`config.mk`:
```
export PLATFORM = sky130hd
export DESIGN_NAME = toggle_poll_ctrl
export DESIGN_NICKNAME = d
export VERILOG_FILES = /design/src/rtl/tpc_pkg.sv /design/src/rtl/toggle_pair_eval.sv /design/src/rtl/poll_pair_counter.sv /design/src/rtl/toggle_poll_ctrl.sv
export SDC_FILE = /design/constraint.sdc
export NUM_CORES = 1
export LEC_CHECK = 0
export BUFFER_PORTS_ARGS = -buffer_cell sky130_fd_sc_hd__buf_2
export CAP_MARGIN = 20
export CORE_MARGIN = 5
export CORE_UTILIZATION = 41
export CTS_CLUSTER_SIZE = 8
export DETAILED_ROUTE_END_ITERATION = 12
export HOLD_SLACK_MARGIN = 0.02
export PLACE_DENSITY = 0.82
export SLEW_MARGIN = 20
export SYNTH_ARGS = -nofsm -noshare
export SYNTH_HDL_FRONTEND = slang
export SYNTH_HIERARCHICAL = 1
export SYNTH_SLANG_ARGS = --single-unit
```
`constraint.sdc`:
```
create_clock -name clk -period 2.2 [get_ports clk]
set_input_delay 0.22 -clock clk [delete_from_list [all_inputs] [get_ports clk]]
set_output_delay 0.22 -clock clk [all_outputs]
set_load 0.005 [all_outputs]
```
`src/rtl/tpc_pkg.sv`:
```
package tpc_pkg;
    typedef enum logic [2:0] {
        ST_IDLE,
        ST_READ_A,
        ST_READ_B,
        ST_CONF_A,
        ST_CONF_B,
        ST_RESET_WR,
        ST_REPORT
    } poll_state_e;

    typedef enum logic [1:0] {
        RES_NONE    = 2'd0,
        RES_OK      = 2'd1,
        RES_FAIL    = 2'd2,
        RES_ABANDON = 2'd3
    } poll_res_e;

    localparam logic [7:0] RESET_CMD = 8'hF0;
endpackage

```
`src/rtl/toggle_pair_eval.sv`:
```
module toggle_pair_eval #(
    parameter int TOGGLE_BIT = 6,
    parameter int FLAG_BIT   = 5
) (
    input  logic       clk,
    input  logic       rst_n,
    input  logic       capture,
    input  logic [7:0] status,
    output logic       toggled,
    output logic       flag
);
    logic first_q;
    logic unused_bits;

    always_ff @(posedge clk or negedge rst_n) begin
        if (!rst_n)       first_q <= 1'b0;
        else if (capture) first_q <= status[TOGGLE_BIT];
    end

    assign toggled     = first_q ^ status[TOGGLE_BIT];
    assign flag        = status[FLAG_BIT];
    assign unused_bits = ^status;
endmodule

```
`src/rtl/poll_pair_counter.sv`:
```
module poll_pair_counter #(
    parameter int MAX_PAIRS = 8
) (
    input  logic clk,
    input  logic rst_n,
    input  logic clr,
    input  logic inc,
    output logic at_limit
);
    localparam int CW = $clog2(MAX_PAIRS + 1);
    logic [CW-1:0] cnt_q;

    always_ff @(posedge clk or negedge rst_n) begin
        if (!rst_n)   cnt_q <= '0;
        else if (clr) cnt_q <= '0;
        else if (inc) cnt_q <= cnt_q + 1'b1;
    end

    assign at_limit = (cnt_q == CW'(MAX_PAIRS - 1));
endmodule

```
`src/rtl/toggle_poll_ctrl.sv`:
```
module toggle_poll_ctrl
    import tpc_pkg::*;
#(
    parameter int AW         = 24,
    parameter int MAX_PAIRS  = 8,
    parameter int TOGGLE_BIT = 6,
    parameter int FLAG_BIT   = 5
) (
    input  logic          clk,
    input  logic          rst_n,
    input  logic          start,
    input  logic          abort,
    input  logic [AW-1:0] poll_addr,
    output logic          rd_req,
    output logic [AW-1:0] rd_addr,
    input  logic          rd_ack,
    input  logic [7:0]    rd_data,
    output logic          wr_req,
    output logic [AW-1:0] wr_addr,
    output logic [7:0]    wr_data,
    input  logic          wr_ack,
    output logic          busy,
    output logic          done,
    output logic [1:0]    result
);
    poll_state_e   state_q, state_d;
    poll_res_e     result_q, result_d;
    logic [AW-1:0] addr_q;
    logic          cap_first, pair_inc, cnt_clr;
    logic          toggled, flag, at_limit;

    toggle_pair_eval #(.TOGGLE_BIT(TOGGLE_BIT), .FLAG_BIT(FLAG_BIT)) u_eval (
        .clk(clk), .rst_n(rst_n), .capture(cap_first),
        .status(rd_data), .toggled(toggled), .flag(flag)
    );

    poll_pair_counter #(.MAX_PAIRS(MAX_PAIRS)) u_cnt (
        .clk(clk), .rst_n(rst_n), .clr(cnt_clr), .inc(pair_inc),
        .at_limit(at_limit)
    );

    // State register and held data
    always_ff @(posedge clk or negedge rst_n) begin
        if (!rst_n) begin
            state_q  <= ST_IDLE;
            result_q <= RES_NONE;
            addr_q   <= '0;
        end else begin
            state_q  <= state_d;
            result_q <= result_d;
            if (state_q == ST_IDLE && start) addr_q <= poll_addr;
        end
    end

    // Next state
    always_comb begin
        state_d   = state_q;
        result_d  = result_q;
        cap_first = 1'b0;
        pair_inc  = 1'b0;
        cnt_clr   = 1'b0;
        unique case (state_q)
            ST_IDLE: begin
                if (start) begin
                    state_d  = ST_READ_A;
                    result_d = RES_NONE;
                    cnt_clr  = 1'b1;
                end
            end
            ST_READ_A, ST_CONF_A: begin
                if (abort) begin
                    state_d  = ST_REPORT;
                    result_d = RES_ABANDON;
                end else if (rd_ack) begin
                    cap_first = 1'b1;
                    state_d   = (state_q == ST_READ_A) ? ST_READ_B : ST_CONF_B;
                end
            end
            ST_READ_B: begin
                if (abort) begin
                    state_d  = ST_REPORT;
                    result_d = RES_ABANDON;
                end else if (rd_ack) begin
                    if (!toggled) begin
                        state_d  = ST_REPORT;
                        result_d = RES_OK;
                    end else if (flag) begin
                        state_d = ST_CONF_A;
                    end else begin
                        pair_inc = 1'b1;
                        if (at_limit) begin
                            state_d  = ST_RESET_WR;
                            result_d = RES_FAIL;
                        end else begin
                            state_d = ST_READ_A;
                        end
                    end
                end
            end
            ST_CONF_B: begin
                if (abort) begin
                    state_d  = ST_REPORT;
                    result_d = RES_ABANDON;
                end else if (rd_ack) begin
                    if (toggled) begin
                        state_d  = ST_RESET_WR;
                        result_d = RES_FAIL;
                    end else begin
                        state_d  = ST_REPORT;
                        result_d = RES_OK;
                    end
                end
            end
            ST_RESET_WR: begin
                if (wr_ack) state_d = ST_REPORT;
            end
            ST_REPORT: state_d = ST_IDLE;
            default:   state_d = ST_IDLE;
        endcase
    end

    // Outputs
    always_comb begin
        rd_req  = (state_q == ST_READ_A) || (state_q == ST_READ_B) ||
                  (state_q == ST_CONF_A) || (state_q == ST_CONF_B);
        wr_req  = (state_q == ST_RESET_WR);
        done    = (state_q == ST_REPORT);
        busy    = (state_q != ST_IDLE);
        rd_addr = addr_q;
        wr_addr = addr_q;
        wr_data = RESET_CMD;
        result  = result_q;
    end
endmodule

```
==> results of run 1 <==
[routing by layer]
metal | track usage [%] | vias up
met5 | 0 | -
met4 | 3.608 | 0
met3 | 3.160 | 6
met2 | 20.37 | 60
met1 | 15.67 | 638
li1 | - | 641
[where the power goes]
group          leakage (nW)  internal (mW)  switching, mW
Sequential            0.412          0.924          0.274
Clock                0.0504          0.337          0.231
Combinational         0.716          0.944          0.625
[critical path: stages (launching register included)]
cell,delay [ns]
dfrtp_1,0.39
xor2_1,0.21
inv_1,0.08
nor2_1,0.16
nand2_1,0.07
nor4b_1,0.38
nand4_1,0.17
mux2_4,0.32
[sequential cells by signal (all words and copies together), names as in the netlist]
name            cells
rd_addr            24
state_q             3
u_cnt/cnt_q         4
u_eval/first_q      1
result              2
[logic make-up (layout without fill, tap and decap cells)]
family | Yosys count | count (layout) | synth area share (%)
AND/OR/NAND/NOR | 30 | 30 | 8.678
flip-flops | 34 | 34 | 43.07
adder cells (fa/ha/maj) | 2 | 2 | 1.140
AO/OA/AOI/OAI | 19 | 19 | 7.283
other | 2 | 8 | 0.3801
XOR/XNOR | 3 | 3 | 1.330
multiplexers | 30 | 30 | 20.96
buffers and inverters | 45 | 100 | 17.16
[per-stage QoR]
| stage | setup WS, ns | cell area [sq um] | instances | hold WS, ns |
|---|---|---|---|---|
| floorplan | 0.07253 | 1998 | 171 | -0.07559 |
| global placement | 0.3766 | 2200 | 272 | 0.3318 |
| detailed placement | 0.3209 | 2200 | 272 | 0.3442 |
| CTS | 0.2844 | 2313 | 280 | 0.03186 |
| global route | 0.1535 | 2313 | 280 | 0.06851 |
| finish | 0.3091 | 2313 | 280 | 0.003720 |
[area by class of cell]
class,count,area [sq um]
Timing Repair Buffer,87,452.9
Inverter,5,18.77
Fill cell,425,2379
Clock inverter,3,45.04
Clock buffer,5,68.82
Tap cell,54,67.56
Multi-Input combinational cell,92,809.5
Sequential cell,34,850.8
[Yosys cell counts, types with 2 or more instances]
cell type,count,area share [%]
conb_1,2,0.38
nor2_1,10,1.9
mux2_2,5,2.8
o31ai_1,2,0.76
buf_6,6,3.4
nand2_1,4,0.76
mux2_1,2,1.1
a21oi_1,4,1.0
xnor2_1,2,0.89
nor3_1,2,0.51
mux2i_1,2,1.0
buf_4,33,13
mux2_4,21,16
dfrtp_1,34,43
nor4b_1,2,0.89
inv_1,5,0.95
o21ai_0,3,0.76
o21a_1,2,0.76
[worst paths after layout]
kind                                   to           start  slack (ns)
setup / recovery           u_cnt/cnt_q[3]  u_eval/first_q        0.31
hold / removal                rd_addr[10]           rst_n       0.004
setup reg to reg           u_cnt/cnt_q[3]  u_eval/first_q        0.31
hold reg to reg                 result[0]       result[0]        0.50
max in group asynchronous      state_q[1]           rst_n        1.73
min in group clk               rd_addr[1]    poll_addr[1]        0.17
==> impl_metrics.tcl, run 1 <==
set metrics [dict create \
    power_density_nw_per_um2 1441 \
    post_cts_buffers 0 \
    ff2ff_path_depth 7 \
    path_clk_slew_ns 0.07 \
    die_y_um 79.42 \
    synth-seq-area-share_pct 43.07 \
    synth_flop_cell "dfrtp_1" \
    grt_max_degree 35 \
    route.detailed.drc 0 \
    grt_pass1_wl_mm 6.127 \
    vdd_drop_max_uv 611.7 \
    synth-edff-count 0 \
    antenna_found_initial 0 \
    hold_viol 0 \
    min_period_ns 1.891 \
    syn2layout_area_growth_pct 17.10 \
    dpl.hpwl_mm 2.827 \
    cts_tree "done" \
    root_buffer "clkbuf_8" \
    core_sq_um 4692 \
    cts_hold_buf 0 \
    met3_length_um 297 \
    antenna_cells 0 \
    drt_iter0_markers 18 \
    grt_usage_pct 12.25 \
    syn_area_sq_um 1976 \
    h-tree-depth 2 \
    most-common-layout-cells "85 x buf_2, 34 x dfrtp_1, 21 x mux2_4" \
    p_leak_nw 1.179 \
    final_common_cell "buf_2" \
    worstSkewPairLatency_ns 0.28 \
    die_area_sq_um 6307 \
    start_util_pct 42.11 \
    die_x_um 79.42 \
    drt.antenna.violating_nets 0 \
    power.total_mw 3.334 \
    place.gp.congestion 0.8538 \
    critPathRequiredTime_ns 2.37 \
    routed_via_density 4.804 \
    status "completed" \
    pin_count 100 \
    drive_gt1_share_pct 57.96 \
    routed.top_layer "met4" \
    synth.distinct_cells 42 \
    vias 1345 \
    slew_violations 0 \
    wl_per_cell_um 13.34 \
    hold_class "primary input to async pin" \
    met2_length_mm 1.835 \
    end_kind "flip-flop" \
    cts.path.max_buffers 2 \
    cts_inserted_buffers 5 \
    cts_num_sinks 34 \
    portBuffers 85 \
    relSlewSlack_pct 50.31 \
    cp-start-kind "flip-flop" \
    cts-resized-gates 0 \
    wl_met1_mm 1.559 \
    worstSetupPathType "flip-flop to flip-flop" \
    cp_max_fo 3 \
    ys_ff_latch 34 \
    drtPass1Iterations 4 \
    num_rows 25 \
    async_reset_ff_share_pct 100.0 \
    wirelength_mm 3.736 \
    skew_ns 0.003613 \
    fmax_mhz 528.8 \
    tns_ns 0 \
    overflow 0 \
    synth_cells 165 \
    grt_pass1_vias 1300 \
    cp_data_arrival_time_ns 2.06 \
    syn_avg_cell_area_sq_um 11.97 \
    rsz0062_at_grt "false" \
    worst_slew_pin_slew_ns 0.7453 \
    timing.max_cap.violations 0 \
    synth_warnings 6 \
    final_util_pct 49.31 \
    finalCritPeriodShare_pct 85.95 \
    finalSetupViolations 0 \
    nets 264 \
]
Power figures use the tool's default switching activity.
==> run 2: changes to the inputs <==
RECOVER_POWER = 50   (was unset)
==> impl_metrics.tcl, run 2 (synthesis results as in run 1) <==
set metrics [dict create \
    worstSkewPairLatency_ns 0.28 \
    path_clk_slew_ns 0.07 \
    worst_slew_pin_slew_ns 1.781 \
    grt_max_degree 35 \
    grt_usage_pct 12.25 \
    ff_latch_area_sq_um 850.8 \
    timing.max_cap.violations 1 \
    tns_ns 0 \
    drt.antenna.violating_nets 0 \
    relSlewSlack_pct -18.71 \
    finalSetupViolations 0 \
    root_buffer "clkbuf_8" \
    die_area_sq_um 6307 \
    vias 1342 \
    place.gp.congestion 0.8538 \
    route.detailed.drc 0 \
    cp_max_fo 3 \
    pin_count 100 \
    critPathRequiredTime_ns 2.37 \
    drt_iter0_markers 18 \
    end_kind "flip-flop" \
    dpl.hpwl_mm 2.827 \
    fmax_mhz 528.8 \
    cts_inserted_buffers 5 \
    antenna_found_initial 0 \
    hold_ws_ns 0.1654 \
    wl_per_cell_um 13.35 \
    num_rows 25 \
    routed_via_density 4.793 \
    cp-start-kind "flip-flop" \
    drtPass1Iterations 4 \
    overflow 0 \
    cts-resized-gates 0 \
    fillers 431 \
    slew_violations 35 \
    rsz0062_at_grt "false" \
    status "finished, violations left" \
    die_y_um 79.42 \
    hold_viol 0 \
    post_cts_buffers 0 \
    h-tree-depth 2 \
    die_x_um 79.42 \
    vdd_drop_max_uv 611.8 \
    syn2layout_area_growth_pct 16.47 \
    worstSetupPathType "flip-flop to flip-flop" \
    p_leak_nw 1.150 \
    cts.path.max_buffers 2 \
    grt_pass1_wl_mm 6.127 \
    cts_tree "done" \
    grt_pass1_vias 1300 \
    hold_class "primary input to flip-flop" \
    skew_ns 0.003613 \
    multiInputGateArea_sq_um 809.5 \
    cts_hold_buf 0 \
    largest_reg_flops 24 \
    power_density_nw_per_um2 1441 \
    wirelength_mm 3.739 \
    start_util_pct 42.11 \
    final_common_cell "buf_2" \
    violations "capacitance limit, slew limit" \
    min_period_ns 1.891 \
    finalCritPeriodShare_pct 85.95 \
    most-common-layout-cells "75 x buf_2, 34 x dfrtp_1, 21 x mux2_4" \
    portBuffers 85 \
    nets 264 \
    cp_data_arrival_time_ns 2.06 \
    core_sq_um 4692 \
    drive_gt1_share_pct 53.54 \
    cts_num_sinks 34 \
    antenna_cells 0 \
]
-- run 2: cell count changes in the layout (fill, tap and decap cells not counted) --
| cell | previous run | this run |
|---|---|---|
| clkbuf_1 | 0 | 10 |
| buf_2 | 85 | 75 |
-- run 2: per-stage QoR --
step	power (mW)	cell area [sq um]	worst slack [ns]	cells	util (%)
2_1_floorplan	2.487	1998	0.07253	171	-
3_3_place_gp	2.762	2200	0.3766	272	46.88
3_5_place_dp	2.805	2200	0.3209	272	46.88
4_1_cts	3.400	2313	0.2844	280	49.31
5_1_grt	3.584	2301	0.1535	280	49.04
6_report	3.315	2301	0.3091	280	49.04
-- run 2: critical path, stage by stage (launching register included) --
cell	delay, ns
dfrtp_1	0.39
xor2_1	0.21
inv_1	0.08
nor2_1	0.16
nand2_1	0.07
nor4b_1	0.38
nand4_1	0.17
mux2_4	0.32
-- run 2: worst paths after layout --
kind	startpoint	to	slack [ns]	depth (start not counted)
min in group asynchronous	rst_n	rd_addr[10]	0.41	1
hold / removal	poll_addr[1]	rd_addr[1]	0.17	2
setup reg to reg	u_eval/first_q	u_cnt/cnt_q[3]	0.31	7
setup / recovery	u_eval/first_q	u_cnt/cnt_q[3]	0.31	7
max in group asynchronous	rst_n	state_q[1]	0.77	1
hold reg to reg	result[0]	result[0]	0.51	1
-- run 2: area by class of cell --
type | count | share of cell area (%)
multi-input combinational | 92 | 35.18
sequential | 34 | 36.98
clock inverter | 3 | 1.958
tap | 54 | 2.936
timing repair buffer | 87 | 19.14
inverter | 5 | 0.8157
clock buffer | 5 | 2.991
-- run 2: power breakdown --
group / switching, mW / internal, mW / leakage [nW]
Clock: 0.231 / 0.337 / 0.0504
Sequential: 0.276 / 0.924 / 0.412
Combinational: 0.626 / 0.922 / 0.688
-- run 2: metal layers --
| metal | vias up | GRT usage (%) | part of all wire (%) |
|---|---|---|---|
| met1 | 635 | 15.67 | 42 |
| met4 | 0 | 3.608 | 1.2 |
| met5 | - | 0 | 0 |
| met2 | 60 | 20.37 | 49 |
| li1 | 641 | - | - |
| met3 | 6 | 3.160 | 8.1 |
==> run 3: changes to the inputs <==
PLACE_DENSITY = unset   (was 0.82)
PLACE_DENSITY_LB_ADDON = 0.15   (was unset)
==> impl_metrics.tcl, run 3 (synthesis results as in run 1) <==
set metrics [dict create \
    path_buf_inv 1 \
    cts_num_sinks 34 \
    routed_via_density 4.833 \
    root_buffer "clkbuf_8" \
    cpMaxStageDelayCell "dfrtp_1" \
    finalSetupViolations 0 \
    largest_reg_flops 24 \
    hold_class "primary input to flip-flop" \
    worst_slew_pin_slew_ns 1.798 \
    hold_ws_ns 0.1617 \
    drt_iter0_markers 31 \
    rsz0062_at_grt "false" \
    relSlewSlack_pct -19.84 \
    finalCritPeriodShare_pct 86.67 \
    cts-resized-gates 0 \
    dpl.hpwl_mm 2.778 \
    syn2layout_area_growth_pct 16.02 \
    start_util_pct 42.11 \
    min_period_ns 1.907 \
    r2r_setup_slack_ns 0.29 \
    p_leak_nw 1.168 \
    hold_path.startpoint "poll_addr[5]" \
    power_density_nw_per_um2 1417 \
    final_util_pct 48.85 \
    antenna_cells 0 \
    slew_violations 35 \
    r2r-start "u_eval/first_q" \
    antenna_found_initial 0 \
    grt_pass1_wl_mm 6.078 \
    wirelength_mm 3.819 \
    slowest_delay_ns 0.39 \
    drt.antenna.violating_nets 0 \
    ff2ff_path_depth 7 \
    fmax_mhz 524.5 \
    num_rows 25 \
    cp-start-kind "flip-flop" \
    overflow 0 \
    portBuffers 85 \
    status "finished, violations left" \
    nets 265 \
    holdPathEnd "rd_addr[5]" \
    vdd_drop_max_uv 608.7 \
    wl_per_cell_um 13.59 \
    hold_depth 2 \
    cts_hold_buf 0 \
    layout_setup_ws_ns 0.2933 \
    h-tree-depth 2 \
    drtPass1Iterations 4 \
    drive_gt1_share_pct 55.51 \
    fillers 450 \
    path_clk_slew_ns 0.07 \
    grt_pass1_vias 1294 \
    core_sq_um 4692 \
    pre_cts_ws_ns 0.2800 \
    post_cts_buffers 0 \
    hold_viol 0 \
    grt_usage_pct 12.62 \
    pin_count 100 \
    worstSetupPathType "flip-flop to flip-flop" \
    most-common-layout-cells "80 x buf_2, 34 x dfrtp_1, 21 x mux2_4" \
    die_y_um 79.42 \
    place.gp.congestion 0.7279 \
    cp_max_fo 3 \
    cts.path.max_buffers 2 \
    die_x_um 79.42 \
    critPathTopFamily "simple AND/OR/NAND/NOR gates" \
    cts_inserted_buffers 5 \
    place_inst 273 \
    cts_tree "done" \
    final_common_cell "buf_2" \
    cp_data_arrival_time_ns 2.08 \
    rr_endpoint "u_cnt/cnt_q[3]" \
    end_kind "flip-flop" \
    vias 1358 \
    grt_max_degree 35 \
    critPathRequiredTime_ns 2.37 \
    final_cells 281 \
    route.detailed.drc 0 \
    worstSkewPairLatency_ns 0.28 \
    violations "capacitance limit, slew limit" \
    cp_cell_sequence "xor2_1 > inv_1 > nor2_1 > nand2_1 > nor4b_1 > nand4_1 > mux2_4" \
    skew_ns 0.005489 \
    tns_ns 0 \
    timing.max_cap.violations 1 \
    die_area_sq_um 6307 \
]
run 3: changes by cell type in the layout (fill, tap and decap cells not counted):
cell | before | now
clkbuf_8 | 5 | 6
clkinvlp_4 | 2 | 0
buf_2 | 75 | 80
clkbuf_1 | 10 | 6
buf_4 | 1 | 2
clkinv_2 | 0 | 1
bufinv_16 | 1 | 0
run 3: area by class of cell:
type | count | area [sq um] | area share, %
inverter | 5 | 18.77 | 0.8188
clock buffer | 7 | 86.33 | 3.766
timing repair buffer | 88 | 454.2 | 19.81
clock inverter | 1 | 5.005 | 0.2183
sequential | 34 | 850.8 | 37.12
tap | 54 | 67.56 | 2.948
multi-input combinational | 92 | 809.5 | 35.32
run 3: worst register-to-register path: cells and delay by family (launching register included):
family,cells,cell delay (ns)
simple gates,4,0.78
flops,1,0.39
mux,1,0.32
xor+xnor,1,0.23
buf+inv,1,0.08
run 3: where the power goes:
part / switching (mW) / leakage (nW) / internal (mW)
clock: 0.221 / 0.0482 / 0.252
combinational: 0.651 / 0.707 / 0.946
sequential: 0.254 / 0.412 / 0.925
run 3: layer usage:
| metal | vias up | part of all wire [%] | global-route usage (%) | wire length [um] |
|---|---|---|---|---|
| met1 | 648 | 43 | 15.98 | 1655 |
| met5 | - | 0 | 0 | 0 |
| met4 | 0 | 1.9 | 6.529 | 73 |
| li1 | 642 | - | - | - |
| met2 | 61 | 45 | 18.86 | 1727 |
| met3 | 7 | 9.5 | 4.515 | 362 |
run 3: worst max-delay path by stage:
stage / start / end / slack [ns] / cells past startpoint
3_3_place_gp: u_eval/first_q / u_cnt/cnt_q[3] / 0.29 / 7
5_1_grt: u_eval/first_q / u_cnt/cnt_q[3] / 0.20 / 7
6_report: u_eval/first_q / u_cnt/cnt_q[3] / 0.29 / 7
4_1_cts: u_eval/first_q / u_cnt/cnt_q[3] / 0.27 / 7
3_5_place_dp: u_eval/first_q / u_cnt/cnt_q[3] / 0.28 / 7
2_1_floorplan: u_eval/first_q / u_cnt/cnt_q[3] / 0.07 / 7
run 3: stage by stage:
step | total power [mW] | area, sq um
after CTS | 3.315 | 2298
after global routing | 3.499 | 2292
after detailed placement | 2.816 | 2207
after floorplan | 2.487 | 1998
final | 3.248 | 2292
after global placement | 2.804 | 2207
